### config.mk
export PLATFORM = sky130hd
export DESIGN_NAME = opspec_decoder
export DESIGN_NICKNAME = d
export VERILOG_FILES = /design/src/rtl/opspec_pkg.sv /design/src/rtl/opspec_guard.sv /design/src/rtl/opspec_classify.sv /design/src/rtl/opspec_decoder.sv
export SDC_FILE = /design/constraint.sdc
export NUM_CORES = 1
export LEC_CHECK = 0
export BUFFER_PORTS_ARGS = -buffer_cell sky130_fd_sc_hd__buf_2
export CAP_MARGIN = 5
export CORE_ASPECT_RATIO = 0.7
export CORE_MARGIN = 5
export CORE_UTILIZATION = 35
export CTS_CLUSTER_DIAMETER = 150
export CTS_CLUSTER_SIZE = 16
export DETAILED_ROUTE_END_ITERATION = 12
export GPL_TIMING_DRIVEN = 1
export PLACE_DENSITY = 0.56
export SYNTH_ARGS = -nofsm -noshare
export SYNTH_HDL_FRONTEND = slang
export SYNTH_HIERARCHICAL = 1
export SYNTH_SLANG_ARGS = --single-unit
export TNS_END_PERCENT = 50
### constraint.sdc
create_clock -name clk -period 5.5 [get_ports clk]
set_input_delay 0.275 -clock clk [delete_from_list [all_inputs] [get_ports clk]]
set_output_delay 0.275 -clock clk [all_outputs]
set_load 0.02 [all_outputs]
### src/rtl/opspec_pkg.sv
package opspec_pkg;
   localparam int HDR_W   = 14;
   localparam int KIND_W  = 4;
   localparam int IDX_W   = 3;
   localparam int IMM_W   = 31;
   localparam int LEN_W   = 6;

   typedef enum logic [KIND_W-1:0] {
      K_STACK     = 4'd0,
      K_PEEK      = 4'd1,
      K_IMM8      = 4'd2,
      K_IMM16     = 4'd3,
      K_IMM31     = 4'd4,
      K_BASE_OFS  = 4'd5,
      K_TOP_OFS   = 4'd6,
      K_BASE_REG  = 4'd7,
      K_BASE_TOP  = 4'd8
   } spec_kind_e;

   typedef struct packed {
      spec_kind_e           kind;
      logic [IDX_W-1:0]     idx_a;
      logic [IDX_W-1:0]     idx_b;
      logic [IMM_W-1:0]     imm;
   } spec_t;
endpackage

### src/rtl/opspec_guard.sv
module opspec_guard #(
   parameter int DATA_W = 64
) (
   input  logic [1:0]        mode,
   input  logic [DATA_W-1:0] top,
   output logic              enable
);
   always_comb begin
      unique case (mode)
         2'd0:    enable = 1'b1;
         2'd1:    enable = (top == '0);
         2'd2:    enable = (top != '0);
         default: enable = top[0];
      endcase
   end
endmodule

### src/rtl/opspec_classify.sv
module opspec_classify
   import opspec_pkg::*;
#(
   parameter int FIELD_W = 34
) (
   input  logic [FIELD_W-1:0] win,
   input  logic [LEN_W-1:0]   remain,
   input  logic [IDX_W-1:0]   cond_stk,
   output spec_t              spec,
   output logic [LEN_W-1:0]   len,
   output logic               fits
);
   localparam int T = FIELD_W - 1;

   logic [2:0] pfx;
   logic       readable;

   assign pfx = win[T -: 3];

   always_comb begin
      spec     = '0;
      len      = '0;
      readable = (remain >= LEN_W'(3)) &&
                 ((pfx != 3'b111) || (remain >= LEN_W'(4)));
      unique case (pfx)
         3'b000, 3'b001: begin
            spec.kind  = (pfx[0]) ? K_PEEK : K_STACK;
            spec.idx_a = win[T-3 -: 3];
            len        = LEN_W'(6);
         end
         3'b010: begin
            spec.kind = K_IMM8;
            spec.imm  = IMM_W'(win[T-3 -: 8]);
            len       = LEN_W'(11);
         end
         3'b011: begin
            spec.kind = K_IMM16;
            spec.imm  = IMM_W'(win[T-3 -: 16]);
            len       = LEN_W'(19);
         end
         3'b100: begin
            spec.kind = K_IMM31;
            spec.imm  = win[T-3 -: 31];
            len       = LEN_W'(34);
         end
         3'b101, 3'b110: begin
            spec.kind  = (pfx[0]) ? K_BASE_OFS : K_TOP_OFS;
            spec.idx_a = cond_stk;
            spec.imm   = IMM_W'(win[T-3 -: 16]);
            len        = LEN_W'(19);
         end
         default: begin
            spec.idx_a = win[T-4 -: 3];
            if (win[T-3]) begin
               spec.kind  = K_BASE_TOP;
               spec.idx_b = win[T-7 -: 3];
               len        = LEN_W'(10);
            end else begin
               spec.kind = K_BASE_REG;
               len       = LEN_W'(7);
            end
         end
      endcase
      fits = readable && (len <= remain);
   end
endmodule

### src/rtl/opspec_decoder.sv
module opspec_decoder
   import opspec_pkg::*;
#(
   parameter int OP_W      = 48,
   parameter int DATA_W    = 64,
   parameter int MAX_SPECS = 8,
   parameter int CNT_W     = $clog2(MAX_SPECS + 1)
) (
   input  logic                        clk,
   input  logic                        rst_n,
   input  logic                        start,
   input  logic [OP_W-1:0]             op_word,
   input  logic [DATA_W-1:0]           cond_top,
   output logic                        busy,
   output logic                        done,
   output logic [1:0]                  cond_mode,
   output logic [IDX_W-1:0]            cond_stack,
   output logic [8:0]                  opcode,
   output logic                        guard_en,
   output logic [CNT_W-1:0]            spec_count,
   output logic [MAX_SPECS-1:0]        spec_valid,
   output logic [MAX_SPECS*KIND_W-1:0] spec_kind,
   output logic [MAX_SPECS*IDX_W-1:0]  spec_idx_a,
   output logic [MAX_SPECS*IDX_W-1:0]  spec_idx_b,
   output logic [MAX_SPECS*IMM_W-1:0]  spec_imm
);
   localparam int FIELD_W = OP_W - HDR_W;

   if (FIELD_W != 34) begin : g_bad_width
      $error("opspec_decoder: OP_W must leave a 34-bit specifier field");
   end
   if (MAX_SPECS < 1 || MAX_SPECS > 15) begin : g_bad_slots
      $error("opspec_decoder: MAX_SPECS out of range");
   end

   logic [FIELD_W-1:0] sh_q;
   logic [LEN_W-1:0]   rem_q;
   logic [CNT_W-1:0]   cnt_q;
   logic               busy_q, done_q;
   logic [1:0]         mode_q;
   logic [IDX_W-1:0]   cstk_q;
   logic [8:0]         opc_q;

   spec_t              cur;
   logic [LEN_W-1:0]   cur_len;
   logic               cur_fits;
   logic               accept, take;

   opspec_classify #(.FIELD_W(FIELD_W)) u_classify (
      .win      (sh_q),
      .remain   (rem_q),
      .cond_stk (cstk_q),
      .spec     (cur),
      .len      (cur_len),
      .fits     (cur_fits)
   );

   opspec_guard #(.DATA_W(DATA_W)) u_guard (
      .mode   (mode_q),
      .top    (cond_top),
      .enable (guard_en)
   );

   assign accept = start && !busy_q;
   assign take   = busy_q && cur_fits && (cnt_q < CNT_W'(MAX_SPECS));

   always_ff @(posedge clk or negedge rst_n) begin
      if (!rst_n) begin
         sh_q   <= '0;
         rem_q  <= '0;
         cnt_q  <= '0;
         busy_q <= 1'b0;
         done_q <= 1'b0;
         mode_q <= '0;
         cstk_q <= '0;
         opc_q  <= '0;
      end else begin
         done_q <= 1'b0;
         if (accept) begin
            mode_q <= op_word[OP_W-1 -: 2];
            cstk_q <= op_word[OP_W-3 -: 3];
            opc_q  <= op_word[OP_W-6 -: 9];
            sh_q   <= op_word[FIELD_W-1:0];
            rem_q  <= LEN_W'(FIELD_W);
            cnt_q  <= '0;
            busy_q <= 1'b1;
         end else if (take) begin
            sh_q  <= sh_q << cur_len;
            rem_q <= rem_q - cur_len;
            cnt_q <= cnt_q + 1'b1;
         end else if (busy_q) begin
            busy_q <= 1'b0;
            done_q <= 1'b1;
         end
      end
   end

   for (genvar i = 0; i < MAX_SPECS; i++) begin : g_slot
      spec_t slot_q;
      logic  vld_q;
      always_ff @(posedge clk or negedge rst_n) begin
         if (!rst_n) begin
            slot_q <= '0;
            vld_q  <= 1'b0;
         end else if (accept) begin
            slot_q <= '0;
            vld_q  <= 1'b0;
         end else if (take && cnt_q == CNT_W'(i)) begin
            slot_q <= cur;
            vld_q  <= 1'b1;
         end
      end
      assign spec_valid[i]                = vld_q;
      assign spec_kind[i*KIND_W +: KIND_W] = slot_q.kind;
      assign spec_idx_a[i*IDX_W +: IDX_W]  = slot_q.idx_a;
      assign spec_idx_b[i*IDX_W +: IDX_W]  = slot_q.idx_b;
      assign spec_imm[i*IMM_W +: IMM_W]    = slot_q.imm;
   end

   assign busy       = busy_q;
   assign done       = done_q;
   assign cond_mode  = mode_q;
   assign cond_stack = cstk_q;
   assign opcode     = opc_q;
   assign spec_count = cnt_q;

   AST_DONE_PULSE: assert property (@(posedge clk) disable iff (!rst_n)
      done |=> !done);
   AST_COUNT_CAP: assert property (@(posedge clk) disable iff (!rst_n)
      spec_count <= CNT_W'(MAX_SPECS));
   AST_VALID_MASK: assert property (@(posedge clk) disable iff (!rst_n)
      done |-> ($countones(spec_valid) == int'(spec_count)));
   AST_HDR_HELD: assert property (@(posedge clk) disable iff (!rst_n)
      (busy && $past(busy)) |-> ($stable(opcode) && $stable(cond_stack)));
   AST_TAKE_FITS: assert property (@(posedge clk) disable iff (!rst_n)
      take |=> (rem_q < $past(rem_q)));
   AST_GUARD_ALWAYS: assert property (@(posedge clk) disable iff (!rst_n)
      (cond_mode == 2'd0) |-> guard_en);
endmodule

; ---- Word level (Yosys, flattened, before mapping)
; Cells that the tools add are included.
[word_totals]
latch_bits = 0
romBits = 0
out_inout_bits = 357
ram_bits = 0
memories = 0
ff_bits = 396
word_cells = 160
[classes]
n_addsub = 2
n_shift = 1
div = 0
reduce_logical = 34
eq_ne = 17
muxes = 54
multipliers = 0
n_bitwise = 0
n_lt_le_gt_ge = 4
[op_table]
columns = cell, n
row1 = 41-bit two-way mux, 16
row2 = 31-bit one-hot mux with 3 select lines, 1
row3 = 34-bit two-way mux, 2
row4 = 64-bit zero test, 1
row5 = 64-bit nonzero test, 1
row6 = 34-bit by 6-bit left shift with 34-bit output, 1
row7 = 6-bit one-hot mux with 4 select lines, 1
row8 = 1-bit two-way mux, 22
row9 = 4-bit one-hot mux with 5 select lines, 1
row10 = 2-bit nonzero test, 9
row11 = 4-bit by 3-bit == test with 1-bit output (second input constant), 4
row12 = 4-bit two-way mux, 4
row13 = 1-bit logical AND, 13
row14 = 6-bit two-way mux, 2
row15 = 3-bit == test (second input constant), 3
row16 = 3-bit one-hot mux with 3 select lines, 1
row17 = 4-bit by 2-bit == test with 1-bit output (second input constant), 2
row18 = 7-bit OR reduction, 1
row19 = 3-bit by 2-bit == test with 1-bit output (second input constant), 2
row20 = 6-bit by 2-bit greater-or-equal comparator with 1-bit output (second input constant), 1
row21 = 6-bit by 3-bit greater-or-equal comparator with 1-bit output (second input constant), 1
row22 = 6-bit <= comparator, 1
row23 = 3-bit two-way mux, 2
row24 = 3-bit OR reduction, 2
row25 = other kinds (17), 18

; ---- Depth between registers and ports, before layout
; Gate-level depths: netlist of the first run.
[depth]
word_depth = 10
mapped_depth = 17
ltp_nobuf = 14

; ---- Hierarchy
; Netlist of the first run, hierarchy kept.
[by_module_without_submodules]
columns = mod, area_per_inst_um2, seq_area_each_um2, cells_each, n_inst
row1 = opspec_decoder, 17843.4, 9909.5, 1971, 1
row2 = opspec_classify, 874.6, 0.0, 132, 1
row3 = opspec_guard, 175.2, 0.0, 24, 1

; ---- Worst setup path before layout of the first run
; Ideal clock, no wire load.
[synth_timing]
path_kind = register to register
start = register sh_q[31]
end = register g_slot[3].slot_q, in the netlist spec_idx_a[11]
path_stages_with_launch = 18
path_slack_ns = 1.585
arrival_time_ns = 3.837
synth_period_minus_slack_ns = 3.915
t_required_ns = 5.422
path_buffers = 5
setup_ns = 0.078
cell_sequence = dfrtp_1 buf_6 buf_2 buf_2 nand3_1 a21oi_1 ha_1 a21o_1 maj3_1 a221o_1 a21oi_1 and3b_1 clkbuf_1 nand2_1 nor2_1 clkbuf_1 nand2_1 a21oi_1
[synth_via]
elab_chain_cells = 9
word_cells_on_any_way = 24
cone_classes = 1 x order compare / 7 x eq/ne / 4 x mux / 12 x reduce/logical
[synth_lines]
columns = element, line_no
row1 = "start, declared", opspec_decoder.sv:36  ; logic [FIELD_W-1:0] sh_q;
row2 = "start signal, assigned", opspec_decoder.sv:83  ; sh_q <= op_word[FIELD_W-1:0];
row3 = "start signal, assigned", opspec_decoder.sv:88  ; sh_q <= sh_q << cur_len;
row4 = 3-bit by 2-bit == test with 1-bit output (tied with other cells), opspec_classify.sv:25  ; unique case (pfx)
row5 = 3-bit OR reduction (no source line) / 2-bit OR reduction (equally long branches), --
row6 = 6-bit one-hot mux with 4 select lines *, opspec_classify.sv:25
row7 = net cur_len[3], opspec_decoder.sv:45  ; logic [LEN_W-1:0] cur_len;
row8 = 6-bit <= comparator *, opspec_classify.sv:64  ; fits = readable && (len <= remain);
row9 = 1-bit logical AND *, opspec_classify.sv:64
row10 = net cur_fits, opspec_decoder.sv:46  ; logic cur_fits;
row11 = 1-bit logical AND * (2 in a row), opspec_decoder.sv:65  ; assign take = busy_q && cur_fits && (cnt_q < CNT_W'(MAX_SPECS));
row12 = 1-bit logical AND *, opspec_decoder.sv:108  ; end else if (take && cnt_q == CNT_W'(i)) begin
row13 = 2-bit nonzero test (no source line) *, --
row14 = "end signal, assigned", opspec_decoder.sv:109  ; slot_q <= cur;
row15 = "end, declared", opspec_decoder.sv:99  ; spec_t slot_q;
; Mark *: on every way through the listed nets, which the timed path passes. The rest lies on a longest branch. The select of a mux whose other input is x is not followed.
; A chain may end at the register's enable or synchronous reset.

; ---- Final worst setup path of the first run
[layout_timing]
start = register sh_q[33]
end = register g_slot[7].slot_q, in the netlist spec_imm[223]
[layout_via]
elab_chain_cells = 9
word_cells_on_any_way = 22
cone_classes = 1 x order compare / 7 x eq/ne / 4 x mux / 10 x reduce/logical
[layout_lines]
columns = element, line_no
row1 = 3-bit by 2-bit == test with 1-bit output (tied with other cells), opspec_classify.sv:25
row2 = 3-bit OR reduction (no source line) / 2-bit OR reduction (equally long branches), --
row3 = 6-bit one-hot mux with 4 select lines *, opspec_classify.sv:25
row4 = net cur_len[3], opspec_decoder.sv:45
row5 = 6-bit <= comparator *, opspec_classify.sv:64
row6 = 1-bit logical AND *, opspec_classify.sv:64
row7 = net cur_fits, opspec_decoder.sv:46
row8 = 1-bit logical AND * (2 in a row), opspec_decoder.sv:65
row9 = 1-bit logical AND *, opspec_decoder.sv:108
row10 = 2-bit nonzero test (no source line) *, --
row11 = "end signal, assigned", opspec_decoder.sv:109
row12 = "end, declared", opspec_decoder.sv:99
; Marks and branches as above.

==> metrics.txt, run 1 <==
synth unique cells=65; Post-Syn Instances=2,127; worst clock skew=0.0347 ns; slowest cell on the critical path=nand3_2; FP Rows=71; Syn. warnings=6; Buf/Inv on CP=2; final hold vios=0; Worst VDD drop=244 uV; Nets=2,632; worst skew pair latency=0.60 ns; status=finished, final reports clean; CP Cell Sequence=inv_1 -> nand2_1 -> a21oi_2 -> ha_1 -> a21o_1 -> maj3_1 -> a221o_1 -> a21oi_1 -> and3b_1 -> nand3_2 -> buf_4 -> nand2_1 -> a21oi_1; Area after DPL=0.0216 mm2; Post-synth ARST share=100%; Vias/cell=5.38; Setup TNS=0 ns; initial antenna violation count=1; Reg clk slew, reported paths=0.09 ns; I/O Pins=472; RSZ-0062 raised after global routing=false; Area contributors post-synth=dfrtp_1, nand2_1, a21oi_1; Most used DFF post-synth=dfrtp_1; hold crit path type=in -> reg; Max Clk Rate=0.214 GHz; largest net degree at the start of global routing=210; area leader, netlist=dfrtp_1; deepest clock path buffer count=3; Critical Path Sink Type=register; # DRC=0; I/O Buffers=471; DRT iter0 DRCs=1,695; mapped cell area=0.0189 mm2; top cell type's share of synthesized area=52.5%; Worst Tran Pin Value=1.34 ns; Crit path required time=5.92 ns; Tcrit/Tclk final=84.9%; CORE AREA=0.0536 mm2; cts bufs inserted=28; drt first pass iters=6; Worst Path Max Fanout=21; most common cell after layout, fill and taps aside=nand2_1; Final Wtd Congestion=0.920; Die W=288 um; Yosys reg bits=396; Power Dens Cells=528 mW/mm2; total grt overflow=0; critical path startpoint category=register; max cap viols=0; setup violators final=0; crit-path leading delay family=simple AND/OR/NAND/NOR gates; Avg Cell Area, Syn=8.88 um2; die area=0.0588 mm2; Initial Util=35.3%; first-pass GRT wire length=113,000 um; Crit Path Category=reg -> reg; Worst R2R Setup Slack=0.83 ns; Static Leak=0.0110 uW; CTS H-tree lvls=1; Antenna Nets Post-Route=0; die height=204 um; Seq/Total Area, Yosys=52.5%; TritonCTS clock tree=yes; final instance area=0.0227 mm2; Diodes inserted=0; CTS Sinks=396; fin crit period=4.67 ns; CP Data Arrival Time=5.09 ns; post-synthesis net count=2,256; post-detail-place hpwl=51,200 um; WL final=76,400 um; Wirelength per Cell=23.6 um; vias in the first global route=17.2k; pins over their slew limit=0; Area Growth Syn to Fin=20.4%; GRT Total Usage=25.1%; most frequent cells in the layout=nand2_1, buf_2, dfrtp_1; worst rel slew slack=10.8%; vias post-DR=17.4k; layout cells sized above 1=24.6%; slowest cell delay on critical path=0.58 ns; Post-synth EDFFs=0; postcts setup bufs=0; Root Buffer=clkbuf_16
==> cell type report <==
| class | count | area, um2 |
|---|---|---|
| clock inverter | 1 | 30.0 |
| inverter | 22 | 82.6 |
| sequential | 396 | 9910 |
| tap | 730 | 913 |
| timing repair buffer | 553 | 3150 |
| clock buffer | 29 | 726 |
| fill | 5384 | 30800 |
| multi-input combinational | 1502 | 7930 |
==> where the power goes <==
part / internal, uW / leakage, uW / switching, uW / total, uW
Combinational: 1870 / 0.00525 / 4030 / 5910
Clock: 975 / 0.000372 / 1050 / 2030
Sequential: 3410 / 0.00542 / 655 / 4070
==> registers in the layout, indices dropped and copies added, names as in the netlist, 2 cells and up <==
| register | cells |
|---|---|
| spec_imm | 248 |
| sh_q | 34 |
| spec_kind | 32 |
| spec_idx_a | 24 |
| spec_idx_b | 24 |
| opcode | 9 |
| g_slot.vld_q | 8 |
| rem_q | 6 |
| spec_count | 4 |
| cond_stack | 3 |
| cond_mode | 2 |
==> metal layers <==
layer | share of wire [%] | routed length (um) | track usage (%)
met3 | 9.1 | 6920 | 6.09
met2 | 46 | 34900 | 39.7
met4 | 3.0 | 2260 | 6.47
met1 | 42 | 32300 | 34.9
met5 | 0 | 0 | 0
==> worst paths after layout <==
path                        startpoint        endpoint  cells past startpoint
setup / recovery              sh_q[33]   spec_imm[223]                     13
min in group asynchronous        rst_n  spec_idx_b[12]                      2
hold reg to reg              opcode[3]       opcode[3]                      2
setup reg to reg              sh_q[33]   spec_imm[223]                     13
max in group asynchronous        rst_n   spec_imm[211]                      3
hold / removal             op_word[10]        sh_q[10]                      3
==> synthesized netlist by cell type, types with 4 or more instances <==
master	count
nand3_1	18
o21ai_0	33
nor2b_1	6
buf_6	4
o22ai_1	13
and3_1	11
mux2i_1	40
a21oi_1	358
mux2_2	18
nor4_1	16
mux4_2	22
buf_4	54
a31oi_1	7
a221oi_1	5
o211ai_1	7
nand4_1	6
nor2_1	60
ha_1	13
buf_1	4
inv_1	21
a22o_1	10
clkbuf_1	108
dfrtp_1	396
and2_1	23
nand2_1	749
a22oi_1	13
nor3_1	7
buf_2	37
a222oi_1	9
mux4_1	5
==> logic make-up after synthesis <==
logic type | synth area share [%]
buf+inv | 6.03
simple gates | 19.4
other cells | 0.0198
compound gates | 14.3
flops | 52.5
xor+xnor | 0.185
fa+ha+maj | 1.02
mux | 6.63
==> timing repair <==
item | in CTS | in global routing
hold endpoints to repair | 122 | 0
hold buffers | 41 | 0
gates resized for setup | 0 | 0
==> stage by stage <==
stage               power (uW)  worst slack [ns]  hold slack [ns]  std cells  utilization (%)
floorplan                 7810              1.59          -0.0206       2127                -
detailed placement        9920             0.937            0.338       3162             40.3
global route             12700             0.506           0.0379       3233             42.4
CTS                      12000             0.897          0.00301       3233             42.4
global placement          9880              1.05            0.332       3162             40.3
finish                   12000             0.828           0.0320       3233             42.4
==> worst register-to-register path: cells and delay by family (launching register included) <==
family	cells	cell delay (ns)
AOI/OAI and AO/OA	5	1.01
adders and majority gates	2	0.61
DFF	1	0.48
and+or+nand+nor	4	1.39
buffers and inverters	2	0.99
(Power assumes the default switching activity.)
==> inputs of run 2 (changes only) <==
PLACE_DENSITY = 0.59   (was 0.56)
clock period = 3.9 ns   (was 5.5 ns; I/O delays follow)
==> run 2 against run 1 <==
Critical path depth unchanged. Die area unchanged. Cell area up 1.8%. Non-clock buffer count up 40. Combinational power up 48%. Global-route usage about the same. Sequential power up 40%. Sequential share of layout area down 0.78 points. Highest routed layer unchanged. Clock power up 40%. Setup slack worse by 0.60 ns.
==> metrics.txt, run 2 (synthesis results as in run 1) <==
Antenna Nets Post-Route=0 (unchanged); fin util=43.2% (+0.78 points); Worst VDD drop=434 uV (+78%); Worst Tran Pin Value=1.17 ns (-0.165 ns); first-pass GRT wire length=113,000 um (-0.22%); die area=0.0588 mm2 (unchanged); Crit Path Category=reg -> reg; worst skew pair latency=0.59 ns (about the same); Vias/cell=5.37 (-0.14%); worst clock skew=0.0167 ns (-0.0180 ns); critical path startpoint category=register; deepest clock path buffer count=3 (unchanged); Tcrit/Tclk final=94.1% (+9.2 points); final hold vios=0 (unchanged); Max Clk Rate=0.272 GHz (+27%); Worst Path Max Fanout=30 (+43%); WL final=76,900 um (+0.61%); Cell Count Post-Placement=3,197 (+1.1%); Static Leak=0.0113 uW (+2.0%); DRT iter0 DRCs=1,839 (+8.5%); reg-to-reg critical path startpoint=sh_q[33]; max cap viols=0 (unchanged); cts bufs inserted=28 (unchanged); setup violators final=0 (unchanged); post-detail-place hpwl=52,800 um (+3.0%); max reg flops=248 (unchanged); CTS Sinks=396 (unchanged); Critical Path Sink Type=register; vias post-DR=17.6k (+1.1%); fillcell total=5,247 (-2.5%); Reg clk slew, reported paths=0.09 ns (about the same); status=finished, final reports clean; total grt overflow=0 (unchanged); CP Cell Sequence=nand3_1 -> a21oi_2 -> ha_1 -> a21o_1 -> maj3_1 -> a221o_1 -> a21oi_1 -> and3b_1 -> buf_4 -> and3_2 -> buf_4 -> nand2_1 -> a21oi_1; Root Buffer=clkbuf_16; hold crit path type=in -> reg; postcts setup bufs=0 (unchanged); most common cell after layout, fill and taps aside=nand2_1; worst rel slew slack=21.8% (+11 points); slowest cell delay on critical path=0.52 ns (-0.06 ns); Crit path required time=4.39 ns (-1.53 ns); I/O Pins=472 (unchanged); Tot Pwr=17,300 uW (+44%); CORE AREA=0.0536 mm2 (unchanged); Nets=2,672 (+1.5%); TritonCTS clock tree=yes; Final Wtd Congestion=0.948 (+3.0%); HP Start=op_word[33]; Wirelength per Cell=23.5 um (-0.62%); Setup TNS=0 ns (unchanged); hold_buf cts=46 (+12%); Layout Cells excl Fill=3,273 (+1.2%); GRT Total Usage=25.1% (about the same); Power Dens Cells=745 mW/mm2 (+41%); # DRC=0 (unchanged); pins over their slew limit=0 (unchanged); drt first pass iters=5 (-1); Diodes inserted=0 (unchanged); largest net degree at the start of global routing=119 (-43%); Initial Util=35.3% (unchanged); # resized after CTS=0 (unchanged); vias in the first global route=17.3k (+0.66%); initial antenna violation count=0 (-1); slowest cell on the critical path=dfrtp_1; Die W=288 um (unchanged); layout cells sized above 1=25.5% (+0.91 points); RSZ-0062 raised after global routing=false; CP startpoint=sh_q[33]; fin crit period=3.67 ns (-1.00 ns); I/O Buffers=471 (unchanged); FP Rows=71 (unchanged); CP Data Arrival Time=4.16 ns (-0.93 ns); die height=204 um (unchanged); WHS=0.0702 ns (+0.0382 ns); Area Growth Syn to Fin=22.5%; most frequent cells in the layout=nand2_1, buf_2, dfrtp_1; CTS H-tree lvls=1 (unchanged)
run 2: metal layers:
metal	GRT usage (%)	vias to the layer above	share of wire (%)
met1	35.1	8796	43
li1	-	7891	-
met4	6.78	0	3.1
met5	0	-	0
met2	39.4	773	45
met3	6.08	119	9.2
run 2: report_power, final:
group / switching, uW / internal, uW
Clock: 1460 / 1370
Combinational: 5830 / 2900
Sequential: 892 / 4810
Total: 8180 / 9080
run 2: final cells by class:
cell class	count	area (um2)	share of cell area, %
Tap cell	730	913	3.94
Clock inverter	1	30.0	0.130
Clock buffer	29	726	3.13
Timing Repair Buffer	593	3570	15.4
Inverter	22	82.6	0.357
Sequential cell	396	9910	42.8
Multi-Input combinational cell	1502	7920	34.2
run 2: through the flow:
step                setup WS (ns)  area, um2
global route               0.0328      23200
detailed placement          0.333      21900
global placement            0.356      21900
finish                      0.230      23200
floorplan                 -0.0147      18900
CTS                         0.285      23200
run 2: path summary, 6_finish.rpt:
path | to | slack, ns | depth (start not counted)
setup / recovery | spec_imm[146] | 0.23 | 13
hold / removal | sh_q[33] | 0.07 | 4
setup reg to reg | spec_imm[146] | 0.23 | 13
hold reg to reg | opcode[8] | 0.48 | 2
max in group asynchronous | spec_imm[11] | 2.54 | 3
min in group asynchronous | opcode[2] | 0.27 | 2
run 2: critical path: cells and delay by family (launching register included):
family                     cells  cell delay [ns]
AOI/OAI and AO/OA              5             1.16
adders and majority gates      2             0.61
buffers and inverters          2             0.54
DFF                            1             0.52
and+or+nand+nor                4             0.72
==> inputs of run 3 (changes only) <==
PLACE_DENSITY = default   (was 0.59)
PLACE_DENSITY_LB_ADDON = 0.3   (was default)
==> run 3 against run 2 <==
Clock power about the same. Utilization decreased by 0.056 points. Sequential power about the same. Routed wire length decreased by 1.6%. Power decreased by 0.34%. Critical path depth unchanged. Die area unchanged. Largest cell class unchanged.
==> metrics.txt, run 3 (synthesis results as in run 1) <==
status=finished, final reports clean; Cell Count Post-Placement=3,193 (-0.13%); RSZ-0062 raised after global routing=true; Worst Tran Pin Value=1.15 ns (-0.0211 ns); GRT Total Usage=24.7% (-0.36 points); # DRC=0 (unchanged); most frequent cells in the layout=nand2_1, buf_2, dfrtp_1; pins over their slew limit=0 (unchanged); WL final=75,700 um (-1.6%); worst setup margin=0.199 ns (-0.0303 ns); die area=0.0588 mm2 (unchanged); initial antenna violation count=2 (+2); Wirelength per Cell=23.1 um (-1.4%); most common cell after layout, fill and taps aside=nand2_1; worst clock skew=0.0227 ns (+0.00597 ns); TritonCTS clock tree=yes; Max Clk Rate=0.270 GHz (-0.82%); CORE AREA=0.0536 mm2 (unchanged); Reg clk slew, reported paths=0.09 ns (about the same); setup violators final=0 (unchanged); Die W=288 um (unchanged); Worst Path Max Fanout=8 (-73%); drt first pass iters=6 (+1); DRT iter0 DRCs=1,784 (-3.0%); Setup TNS=0 ns (unchanged); slowest cell on the critical path=dfrtp_1; total grt overflow=0 (unchanged); worst skew pair latency=0.59 ns (about the same); Root Buffer=clkbuf_16; fin util=43.2% (-0.056 points); CP Data Arrival Time=4.17 ns (about the same); Static Leak=0.0112 uW (-0.23%); Worst VDD drop=401 uV (-7.5%); I/O Pins=472 (unchanged); worst rel slew slack=23.2% (+1.4 points); Buf/Inv on CP=3 (+1); fillcell total=5,266 (+0.36%); CTS H-tree lvls=1 (unchanged); crit-path leading delay family=compound AO/OA/AOI/OAI gates; hold crit path type=in -> reg; Nets=2,667 (-0.19%); Area Growth Syn to Fin=22.4%; CP Cell Sequence=inv_1 -> nand2_1 -> a21oi_2 -> ha_1 -> a21o_1 -> maj3_1 -> a221o_1 -> a21oi_1 -> and3b_1 -> buf_4 -> nand2_1 -> buf_4 -> o21bai_1; Tcrit/Tclk final=94.9% (+0.78 points); first-pass GRT wire length=112,000 um (-0.80%); slowest cell delay on critical path=0.47 ns (-0.05 ns); Layout Cells excl Fill=3,268 (-0.15%); largest net degree at the start of global routing=140 (+18%); Power Dens Cells=744 mW/mm2 (-0.21%); deepest clock path buffer count=3 (unchanged); critical path startpoint category=register; Initial Util=35.3% (unchanged); vias in the first global route=17.4k (+0.18%); fin crit period=3.70 ns (+0.0303 ns); max cap viols=0 (unchanged); FP Rows=71 (unchanged); Final Wtd Congestion=0.962 (+1.4%); Crit Path Category=reg -> reg; postcts setup bufs=0 (unchanged); Antenna Nets Post-Route=0 (unchanged); CTS Sinks=396 (unchanged); die height=204 um (unchanged); max reg flops=248 (unchanged); I/O Buffers=471 (unchanged); layout cells sized above 1=25.3% (-0.15 points); Place WS=0.299 ns (-0.0339 ns); Diodes inserted=0 (unchanged); cts bufs inserted=28 (unchanged); Vias/cell=5.37 (about the same); vias post-DR=17.6k (-0.080%); final hold vios=0 (unchanged); post-detail-place hpwl=51,900 um (-1.6%); Sequential cell area=0.00991 mm2 (unchanged); Crit path required time=4.37 ns (-0.02 ns); multi-input logic area=0.00792 mm2 (about the same); Critical Path Sink Type=register
## run 3: routing by layer
layer,GRT usage (%),share of wire (%)
met1,34.7,42
met4,7.13,3.3
met3,6.23,10
met5,0,0.022
met2,38.3,45
## run 3: power by group
| group | switching [uW] | total [uW] | leakage (uW) | internal [uW] |
|---|---|---|---|---|
| Sequential | 870 | 5680 | 0.00542 | 4810 |
| Combinational | 5800 | 8680 | 0.00545 | 2870 |
| Clock | 1470 | 2850 | 0.000372 | 1370 |
## run 3: metrics by stage
step / area [um2] / power [uW] / hold slack, ns
finish: 23100 / 17200 / 0.0406
global route: 23100 / 18100 / 0.0310
CTS: 23100 / 17100 / 0.00741
detailed placement: 21900 / 14200 / 0.338
global placement: 21900 / 14100 / 0.330
floorplan: 18900 / 11000 / -0.101
## run 3: path summary, 6_finish.rpt
kind / start / endpoint / slack (ns) / cells past startpoint
min reg2reg: opcode[6] / opcode[6] / 0.47 / 2
max in group asynchronous: rst_n / spec_imm[144] / 2.50 / 3
max: sh_q[31] / sh_q[30] / 0.20 / 13
min in group asynchronous: rst_n / opcode[3] / 0.26 / 2
max reg2reg: sh_q[31] / sh_q[30] / 0.20 / 13
min: op_word[33] / sh_q[33] / 0.04 / 4
## run 3: cell type report
type | instances | area share (%)
Sequential cell | 396 | 42.9
Multi-Input combinational cell | 1502 | 34.2
Timing Repair Buffer | 588 | 15.3
Tap cell | 730 | 3.95
Clock buffer | 29 | 3.14
Inverter | 22 | 0.357
Clock inverter | 1 | 0.130
## run 3: timing repair
action / CTS / global route
setup endpoints to repair: 0 / 30
hold endpoints to repair: 136 / 0
hold buffers: 45 / 0
resized for setup: 0 / 1
## run 3: worst reg2reg max path: stages (launching register included)
cell,delay [ns]
dfrtp_1,0.47
inv_1,0.16
nand2_1,0.08
a21oi_2,0.18
ha_1,0.27
a21o_1,0.19
maj3_1,0.36
a221o_1,0.35
a21oi_1,0.22
and3b_1,0.25
buf_4,0.20
nand2_1,0.24
buf_4,0.26
o21bai_1,0.33
